File: src/rtl/lsu_pkg.sv
package lsu_pkg;

  typedef enum logic [1:0] {
    ST_IDLE = 2'd0,
    ST_REQ  = 2'd1,
    ST_WAIT = 2'd2,
    ST_DONE = 2'd3
  } lsuState_e;

  // Strobes from the control to the datapath
  typedef struct packed {
    logic captureOp;   // latch operands and computed address
    logic issueReq;    // memory request and base writeback cycle
    logic captureRsp;  // latch formatted load data
    logic fireDest;    // destination writeback cycle
  } lsuStrobe_t;

endpackage

File: src/rtl/lsu_ctrl.sv
module lsu_ctrl
  import lsu_pkg::*;
(
  input  logic       clk,
  input  logic       rstN,
  input  logic       opValid,
  input  logic       opIsStore,
  input  logic       memRspValid,
  output logic       opReady,
  output lsuStrobe_t strb
);

  lsuState_e stateQ, stateD;
  logic      storeQ;

  always_comb begin
    stateD = stateQ;
    unique case (stateQ)
      ST_IDLE: if (opValid) stateD = ST_REQ;
      ST_REQ:  stateD = storeQ ? ST_IDLE : ST_WAIT;
      ST_WAIT: if (memRspValid) stateD = ST_DONE;
      ST_DONE: stateD = ST_IDLE;
      default: stateD = ST_IDLE;
    endcase
  end

  always_ff @(posedge clk) begin
    if (!rstN) begin
      stateQ <= ST_IDLE;
      storeQ <= 1'b0;
    end else begin
      stateQ <= stateD;
      if (strb.captureOp) storeQ <= opIsStore;
    end
  end

  assign opReady         = (stateQ == ST_IDLE);
  assign strb.captureOp  = (stateQ == ST_IDLE) && opValid;
  assign strb.issueReq   = (stateQ == ST_REQ);
  assign strb.captureRsp = (stateQ == ST_WAIT) && memRspValid;
  assign strb.fireDest   = (stateQ == ST_DONE);

endmodule

File: src/rtl/lsu_datapath.sv
module lsu_datapath
  import lsu_pkg::*;
#(
  parameter int XLEN  = 64,
  parameter int IMM_W = 16,
  parameter int IDX_W = 5
) (
  input  logic              clk,
  input  logic              rstN,
  input  lsuStrobe_t        strb,
  input  logic              opIsStore,
  input  logic              opPost,
  input  logic              opIndexed,
  input  logic [1:0]        opSize,
  input  logic              opSigned,
  input  logic [IMM_W-1:0]  opImm,
  input  logic [IDX_W-1:0]  opDest,
  input  logic [IDX_W-1:0]  opBase,
  input  logic [XLEN-1:0]   baseVal,
  input  logic [XLEN-1:0]   indexVal,
  input  logic [XLEN-1:0]   storeVal,
  input  logic [XLEN-1:0]   memRdata,
  output logic              memReqValid,
  output logic [XLEN-1:0]   memAddr,
  output logic [1:0]        memSize,
  output logic              memWrite,
  output logic [XLEN-1:0]   memWdata,
  output logic [XLEN/8-1:0] memBe,
  output logic              baseWe,
  output logic [IDX_W-1:0]  baseWrIdx,
  output logic [XLEN-1:0]   baseWrVal,
  output logic              destWe,
  output logic [IDX_W-1:0]  destIdx,
  output logic [XLEN-1:0]   destVal,
  output logic              opInvalid
);

  localparam int LANES  = XLEN / 8;
  localparam int LANE_W = $clog2(LANES);
  localparam int SH_W   = LANE_W + 3;

  function automatic logic [LANES-1:0] laneMask(input logic [1:0] sz);
    logic [LANES-1:0] m;
    m = '0;
    for (int i = 0; i < LANES; i++)
      if (i < (1 << sz)) m[i] = 1'b1;
    return m;
  endfunction

  // Operand side
  logic [XLEN-1:0]   offset, sum, effAddr, opBits, wrData;
  logic [LANE_W-1:0] lane;
  logic [LANES-1:0]  opLanes;

  assign offset  = opIndexed ? indexVal
                             : {{(XLEN-IMM_W){opImm[IMM_W-1]}}, opImm};
  assign sum     = baseVal + offset;
  assign effAddr = opPost ? baseVal : sum;
  assign lane    = effAddr[LANE_W-1:0];
  assign opLanes = laneMask(opSize);

  // Byte-lane expansion of masks, one slice per lane
  logic [XLEN-1:0] rdBits;
  logic [LANES-1:0] rdLanes;
  logic [1:0]       sizeQ;
  assign rdLanes = laneMask(sizeQ);

  for (genvar g = 0; g < LANES; g++) begin : gLane
    assign opBits[g*8 +: 8] = {8{opLanes[g]}};
    assign rdBits[g*8 +: 8] = {8{rdLanes[g]}};
  end

  assign wrData = (storeVal & opBits) << {lane, 3'b000};

  // Captured operation
  logic [XLEN-1:0]  addrQ, updQ, wdataQ, destValQ;
  logic [LANES-1:0] beQ;
  logic             signedQ, storeQ, invalidQ;
  logic [IDX_W-1:0] destIdxQ, baseIdxQ;

  // Load formatting
  logic [XLEN-1:0] shifted, loadFmt;
  logic [SH_W-1:0] signIdx;
  assign shifted = memRdata >> {addrQ[LANE_W-1:0], 3'b000};
  assign signIdx = SH_W'((8 << sizeQ) - 1);
  assign loadFmt = (shifted & rdBits)
                 | ((signedQ && shifted[signIdx]) ? ~rdBits : '0);

  always_ff @(posedge clk) begin
    if (!rstN) begin
      addrQ    <= '0;
      updQ     <= '0;
      wdataQ   <= '0;
      beQ      <= '0;
      sizeQ    <= '0;
      signedQ  <= 1'b0;
      storeQ   <= 1'b0;
      invalidQ <= 1'b0;
      destIdxQ <= '0;
      baseIdxQ <= '0;
      destValQ <= '0;
    end else begin
      if (strb.captureOp) begin
        addrQ    <= effAddr;
        updQ     <= sum;
        wdataQ   <= wrData;
        beQ      <= opLanes << lane;
        sizeQ    <= opSize;
        signedQ  <= opSigned;
        storeQ   <= opIsStore;
        invalidQ <= !opIsStore && (opDest == opBase);
        destIdxQ <= opDest;
        baseIdxQ <= opBase;
      end
      if (strb.captureRsp) destValQ <= loadFmt;
    end
  end

  assign memReqValid = strb.issueReq;
  assign memAddr     = addrQ;
  assign memSize     = sizeQ;
  assign memWrite    = storeQ;
  assign memWdata    = wdataQ;
  assign memBe       = beQ;
  assign baseWe      = strb.issueReq;
  assign baseWrIdx   = baseIdxQ;
  assign baseWrVal   = updQ;
  assign destWe      = strb.fireDest && !invalidQ;
  assign destIdx     = destIdxQ;
  assign destVal     = destValQ;
  assign opInvalid   = strb.issueReq && invalidQ;

endmodule

File: src/rtl/lsu_addr_update.sv
module lsu_addr_update
  import lsu_pkg::*;
#(
  parameter int XLEN  = 64,
  parameter int IMM_W = 16,
  parameter int IDX_W = 5
) (
  input  logic              clk,
  input  logic              rstN,
  input  logic              opValid,
  output logic              opReady,
  input  logic              opIsStore,
  input  logic              opPost,
  input  logic              opIndexed,
  input  logic [1:0]        opSize,
  input  logic              opSigned,
  input  logic [IMM_W-1:0]  opImm,
  input  logic [IDX_W-1:0]  opDest,
  input  logic [IDX_W-1:0]  opBase,
  input  logic [XLEN-1:0]   baseVal,
  input  logic [XLEN-1:0]   indexVal,
  input  logic [XLEN-1:0]   storeVal,
  output logic              memReqValid,
  output logic [XLEN-1:0]   memAddr,
  output logic [1:0]        memSize,
  output logic              memWrite,
  output logic [XLEN-1:0]   memWdata,
  output logic [XLEN/8-1:0] memBe,
  input  logic              memRspValid,
  input  logic [XLEN-1:0]   memRdata,
  output logic              baseWe,
  output logic [IDX_W-1:0]  baseWrIdx,
  output logic [XLEN-1:0]   baseWrVal,
  output logic              destWe,
  output logic [IDX_W-1:0]  destIdx,
  output logic [XLEN-1:0]   destVal,
  output logic              opInvalid
);

  lsuStrobe_t strb;

  lsu_ctrl u_ctrl (
    .clk         (clk),
    .rstN        (rstN),
    .opValid     (opValid),
    .opIsStore   (opIsStore),
    .memRspValid (memRspValid),
    .opReady     (opReady),
    .strb        (strb)
  );

  lsu_datapath #(.XLEN(XLEN), .IMM_W(IMM_W), .IDX_W(IDX_W)) u_dp (
    .clk         (clk),
    .rstN        (rstN),
    .strb        (strb),
    .opIsStore   (opIsStore),
    .opPost      (opPost),
    .opIndexed   (opIndexed),
    .opSize      (opSize),
    .opSigned    (opSigned),
    .opImm       (opImm),
    .opDest      (opDest),
    .opBase      (opBase),
    .baseVal     (baseVal),
    .indexVal    (indexVal),
    .storeVal    (storeVal),
    .memRdata    (memRdata),
    .memReqValid (memReqValid),
    .memAddr     (memAddr),
    .memSize     (memSize),
    .memWrite    (memWrite),
    .memWdata    (memWdata),
    .memBe       (memBe),
    .baseWe      (baseWe),
    .baseWrIdx   (baseWrIdx),
    .baseWrVal   (baseWrVal),
    .destWe      (destWe),
    .destIdx     (destIdx),
    .destVal     (destVal),
    .opInvalid   (opInvalid)
  );

endmodule

File: config.mk
export PLATFORM = sky130hd
export DESIGN_NAME = lsu_addr_update
export DESIGN_NICKNAME = d
export VERILOG_FILES = /design/src/rtl/lsu_pkg.sv /design/src/rtl/lsu_ctrl.sv /design/src/rtl/lsu_datapath.sv /design/src/rtl/lsu_addr_update.sv
export SDC_FILE = /design/constraint.sdc
export NUM_CORES = 1
export LEC_CHECK = 0
export ABC_CLOCK_PERIOD_IN_PS = 7500
export BUFFER_PORTS_ARGS = -buffer_cell sky130_fd_sc_hd__buf_4
export CAP_MARGIN = 20
export CORE_AREA = 2 2 225 227
export CTS_BUF_LIST = sky130_fd_sc_hd__clkbuf_4 sky130_fd_sc_hd__clkbuf_8 sky130_fd_sc_hd__clkbuf_16
export DETAILED_ROUTE_END_ITERATION = 8
export DIE_AREA = 0 0 227 229
export SLEW_MARGIN = 15
export SYNTH_ARGS = -nofsm -noshare
export SYNTH_HDL_FRONTEND = slang
export SYNTH_HIERARCHICAL = 1
export SYNTH_SLANG_ARGS = --single-unit
File: constraint.sdc
create_clock -name clk -period 7.5 [get_ports clk]
set_input_delay 0.75 -clock clk [delete_from_list [all_inputs] [get_ports clk]]
set_output_delay 0.75 -clock clk [all_outputs]
set_load 0.03 [all_outputs]
==> impl_metrics.ini, run 1 <==
[die]
ioPinCount = 574
start_util = 0.368
die_x_um = 227
fp.dieArea_um2 = 52000
rows = 82
die_y_um = 229
coreArea_um2 = 49700

[drt]
wl_per_cell_um = 23.7
dr.pass1.iters = 6
drtAntennaViolNets = 0
vias = 20245
drcViolationCount = 0
totalWireLength_um = 83200
vias_per_cell = 5.77
drtIter0Drc = 1560

[worst_hold_path]
hold_path_depth = 3
hold_class = in -> reg
hold_end = u_dp/signedQ$_SDFFE_PN0P_
min_from = opSigned

[cts]
cts_hold_buffers = 0
htreeDepth = 2
cts_made_buffers = 36
cts_resized = 0
clock_path_buffers = 3
clock-sinks = 282
clk_latency_ns = 0.56
path_clk_slew_ns = 0.06
cts_tree = yes
postCtsSetupBuffers = 0
clock-root-buffer = clkbuf_16

[timing]
setup_viol = 0
finalMaxSlewViolations = 0
tightestPinTransition_ns = 1.10
setup_tns_ns = 0
rsz0062_at_grt = no
timing.final.crit_period_ns = 4.35
fin_worst_skew_ns = 0.0113
hold_viol = 0
timing.slew.headroom = 0.270
fmax_ghz = 0.230
min_period_over_period = 0.580

[setup_path]
required_ns = 7.94
crit_chain = buf_4 > nand2b_2 > nand2_1 > ha_1 > a21oi_1 > o21ai_0 > a21oi_1 > nor3_1 > o211ai_1 > and3_1 > o21ai_1 > nor4_1 > a311o_1
reg2reg_depth = 9
rrSetupSlack_ns = 3.78
worstPathArrival_ns = 4.79
slowest_delay_ns = 0.76
crit_top_cell = a21oi_1
r2r_end = u_dp/destVal[54]$_SDFFE_PN0P_
cp_max_fo = 40
path_class = in -> reg
startpoint_type = primary input
worstSetupEndpointType = register
crit_slowest_cell = nand2b_2
regToRegStartpoint = u_dp/memAddr[0]$_SDFFE_PN0P_

[power]
powerDensity_nw_per_um2 = 228
p_leak_nw = 10.7
ir_drop_v = 0.000153

[synth]
avgSynthCellArea_um2 = 7.77
ys_seq_area_frac = 0.309
synthArstFlopShare = 0
ys.warnings.count = 6
syn_nets = 2711
synth_edf_count = 0
ys_types = 87
synth_area_um2 = 18300
ys_ff_latch = 282
synth_flop_cell = dfxtp_1
syn_inst = 2353

[final_layout]
final_common_cell = buf_4
fillCellCount = 5016
drive_above_1_share = 0.273
nNetsFinal = 3166
fin_area_um2 = 24100
final_cell_mix = buf_4, nand2_1, dfxtp_1
diodes = 0
area_growth_pct = 31.8

[placement]
placed_area_um2 = 22900
dpl.hpwl_um = 63700
gp_congestion = 1.00
portBuffers = 573

[global_route]
antenna_found_initial = 0
grt_max_degree = 96
grt_pass1_vias = 19783
grtUsageTotal = 0.308
overflow = 0
grt_pass1_wl_um = 123000

[run]
maxCapViolCount = 0

[outcome]
status = finished clean
## synth_stat cells, types with 26 or more instances
master / number / area [um^2]
nand3_1: 61 / 305
ha_1: 65 / 813
nand2_1: 354 / 1330
a21oi_1: 227 / 1140
nor3_1: 27 / 135
a31oi_1: 41 / 257
inv_1: 34 / 128
mux2_2: 28 / 315
dfxtp_1: 282 / 5650
mux2i_1: 140 / 1400
mux4_2: 29 / 653
o21ai_0: 167 / 836
nor2_1: 274 / 1030
xnor2_1: 38 / 333
nand4_1: 27 / 169
a22oi_1: 26 / 195
clkbuf_1: 138 / 518
## final cells by class
cell class	instances	area (um^2)	area share
multi-input combinational	1859	11800	0.490
sequential	282	5650	0.234
timing repair buffer	593	4450	0.185
clock buffer	49	1050	0.0437
tap	672	841	0.0349
clock inverter	15	149	0.00618
inverter	36	143	0.00592
## where the power goes
part,switching [W],total [W],internal [W]
Clock,0.000726,0.00179,0.00106
Combinational,0.00126,0.00198,0.000724
Sequential,0.0000871,0.00172,0.00163
Total,0.00207,0.00548,0.00341
## worst max path at each step
stage                                      endpoint      start  depth (start not counted)  slack (ns)
detailed placement  u_dp/baseWrVal[50]$_SDFFE_PN0P_  opIndexed                         13        2.78
CTS                 u_dp/baseWrVal[50]$_SDFFE_PN0P_  opIndexed                         13        3.35
finish              u_dp/baseWrVal[50]$_SDFFE_PN0P_  opIndexed                         13        3.15
global route        u_dp/baseWrVal[50]$_SDFFE_PN0P_  opIndexed                         13        2.95
global placement    u_dp/baseWrVal[50]$_SDFFE_PN0P_  opIndexed                         13        2.86
floorplan           u_dp/baseWrVal[62]$_SDFFE_PN0P_  opIndexed                         13        3.32
## metal layers
layer / share of wire / vias to the layer above / track usage
met4: 0.039 / 0 / 0.114
met3: 0.082 / 147 / 0.0670
met1: 0.40 / 9715 / 0.379
met2: 0.48 / 940 / 0.523
met5: 0 / - / 0
li1: - / 9443 / -
## state kept, by name, indices dropped and copies added, names as in the netlist, named ones only
register / cells
u_dp/baseWrVal: 64
u_dp/destVal: 64
u_dp/memAddr: 64
u_dp/memWdata: 64
u_dp/memBe: 8
u_dp/baseWrIdx: 5
u_dp/destIdx: 5
u_dp/memSize: 2
u_ctrl/stateQ: 1
u_ctrl/storeQ: 1
u_dp/invalidQ: 1
u_dp/memWrite: 1
u_dp/signedQ: 1
## cells by family after synthesis
group                      share of synthesized area
and+or+nand+nor                                0.198
xor gates and xnor gates                      0.0287
muxes                                          0.130
DFF                                            0.309
AOI/OAI and AO/OA                              0.242
buffers and inverters                         0.0474
adders and majority gates                     0.0456
## through the flow
stage / std cells / total power [W] / utilization / worst slack (ns) / hold WS [ns]
6_report: 3506 / 0.00548 / 0.485 / 3.15 / 0.431
5_1_grt: 3506 / 0.00572 / 0.485 / 2.95 / 0.427
4_1_cts: 3506 / 0.00550 / 0.485 / 3.35 / 0.401
3_5_place_dp: 3442 / 0.00370 / 0.461 / 2.78 / 0.458
3_3_place_gp: 3441 / 0.00369 / 0.461 / 2.86 / 0.451
2_1_floorplan: 2353 / 0.00296 / - / 3.32 / 0.435
## critical path: cells and delay by family
family / cells / cell delay [ns]
AOI/OAI and AO/OA: 6 / 1.71
adders and majority gates: 1 / 0.54
buffers and inverters: 1 / 0.18
and+or+nand+nor: 5 / 1.61
(Power assumes the default switching activity.)
==> run 2: changes to the inputs <==
--- a/config.mk
+++ b/config.mk
@@ -5,7 +5,7 @@
 export SDC_FILE = /design/constraint.sdc
 export NUM_CORES = 1
 export LEC_CHECK = 0
-export ABC_CLOCK_PERIOD_IN_PS = 7500
+export ABC_CLOCK_PERIOD_IN_PS = 4100
 export BUFFER_PORTS_ARGS = -buffer_cell sky130_fd_sc_hd__buf_4
 export CAP_MARGIN = 20
 export CORE_AREA = 2 2 225 227
==> constraint.sdc (replaced) <==
create_clock -name clk -period 4.1 [get_ports clk]
set_input_delay 0.41 -clock clk [delete_from_list [all_inputs] [get_ports clk]]
set_output_delay 0.41 -clock clk [all_outputs]
set_load 0.03 [all_outputs]
==> run 2 against run 1 <==
Compared with the run above:
- via count grew 1.4%
- sequential share of layout area is 0.28 points lower
- non-clock buffer count is 37 higher
- critical endpoint is now u_dp/memAddr[58]$_SDFFE_PN0P_
- largest cell class unchanged
==> impl_metrics.ini, run 2 (synthesis results as in run 1) <==
[outcome]
status = finished clean

[run]
maxCapViolCount = 0

[power]
power.total_w = 0.0101
ir_drop_v = 0.000370
p_leak_nw = 10.9
powerDensity_nw_per_um2 = 415

[global_route]
grt_pass1_vias = 19730
overflow = 0
antenna_found_initial = 1
grtUsageTotal = 0.308
grt_pass1_wl_um = 123000
grt_max_degree = 139

[cts]
cts_made_buffers = 35
clock-sinks = 282
clock-root-buffer = clkbuf_16
htreeDepth = 2
clk_latency_ns = 0.56
clock_path_buffers = 3
path_clk_slew_ns = 0.06
cts_tree = yes
cts_resized = 0
postCtsSetupBuffers = 0
cts_hold_buffers = 0

[final_layout]
finalNonFillerCells = 3543
drive_above_1_share = 0.282
utilization = 0.491
final_common_cell = buf_4
area_growth_pct = 33.4
nNetsFinal = 3202
final_cell_mix = buf_4, nand2_1, dfxtp_1

[timing]
rsz0062_at_grt = no
fin_worst_skew_ns = 0.0105
setup_viol = 0
fmax_ghz = 0.293
hold_viol = 0
tightestPinTransition_ns = 1.03
timing.slew.headroom = 0.311
min_period_over_period = 0.832
timing.final.crit_period_ns = 3.41
setup_tns_ns = 0
finalMaxSlewViolations = 0
hold_ws_ns = 0.0944

[setup_path]
startpoint_type = primary input
reg2reg_depth = 9
worstPathArrival_ns = 3.84
worstSetupEndpointType = register
cp_max_fo = 49
rrSetupSlack_ns = 0.93
required_ns = 4.52
regToRegStartpoint = u_dp/memSize[1]$_SDFFE_PN0P_
r2r_end = u_dp/destVal[8]$_SDFFE_PN0P_
path_class = in -> reg

[drt]
drtAntennaViolNets = 0
dr.pass1.iters = 7
vias_per_cell = 5.79
drtIter0Drc = 1906
totalWireLength_um = 83500
vias = 20529
wl_per_cell_um = 23.6
drcViolationCount = 0

[die]
start_util = 0.368
fp.dieArea_um2 = 52000
die_x_um = 227
ioPinCount = 574
die_y_um = 229
rows = 82
coreArea_um2 = 49700

[placement]
dpl.hpwl_um = 64000
gp_congestion = 1.01
portBuffers = 573
placedCellCount = 3479

[worst_hold_path]
hold_class = in -> reg
hold_path_depth = 3
min_from = opSigned
hold_end = u_dp/signedQ$_SDFFE_PN0P_
## run 2: power by group
| group | total (W) | switching [W] | internal (W) |
|---|---|---|---|
| Sequential | 0.00314 | 0.000163 | 0.00298 |
| Clock | 0.00329 | 0.00132 | 0.00197 |
| Combinational | 0.00369 | 0.00232 | 0.00137 |
| Total | 0.0101 | 0.00380 | 0.00633 |
## run 2: layout make-up
class                           instances  area, um^2
Clock buffer                           49        1000
Sequential cell                       282        5650
Inverter                               36         143
Clock inverter                         14         191
Multi-Input combinational cell       1859       11800
Tap cell                              672         841
Antenna cell                            1        2.50
Timing Repair Buffer                  630        4770
Fill cell                            5034       25300
## run 2: critical path, cell delays in order
cell and delay, ns:
buf_4 0.22, nand2b_2 0.18, buf_12 0.22, nand2_1 0.09, ha_1 0.30, inv_1 0.09, nor3_1 0.63, nand3_1 0.34
a2111oi_0 0.47, a221oi_1 0.11, buf_4 0.18, a21oi_1 0.14, nor2_1 0.10, xor2_1 0.20, a21oi_1 0.10
## run 2: worst max-delay path by stage
| stage | startpoint | to | slack, ns | cells after the start |
|---|---|---|---|---|
| floorplan | opIndexed | u_dp/baseWrVal[62]$_SDFFE_PN0P_ | 0.26 | 13 |
| global placement | opIndexed | u_dp/memAddr[54]$_SDFFE_PN0P_ | 0.22 | 15 |
| detailed placement | opIndexed | u_dp/baseWrVal[18]$_SDFFE_PN0P_ | 0.22 | 12 |
| CTS | opIndexed | u_dp/baseWrVal[18]$_SDFFE_PN0P_ | 0.79 | 12 |
| global route | opIndexed | u_dp/baseWrVal[18]$_SDFFE_PN0P_ | 0.39 | 12 |
| finish | opIndexed | u_dp/memAddr[58]$_SDFFE_PN0P_ | 0.69 | 15 |
## run 2: routing by layer
metal	GRT usage	share of wire	wire length (um)
met3	0.0699	0.085	7110
met1	0.380	0.40	33400
met2	0.518	0.47	39500
met5	0	0	0
met4	0.123	0.042	3530
## run 2: metrics by stage
stage | setup slack, ns | instance area (um^2)
final | 0.688 | 24400
after global routing | 0.387 | 24400
after CTS | 0.786 | 24400
after detailed placement | 0.216 | 23200
after global placement | 0.217 | 23200
after floorplan | 0.255 | 18300
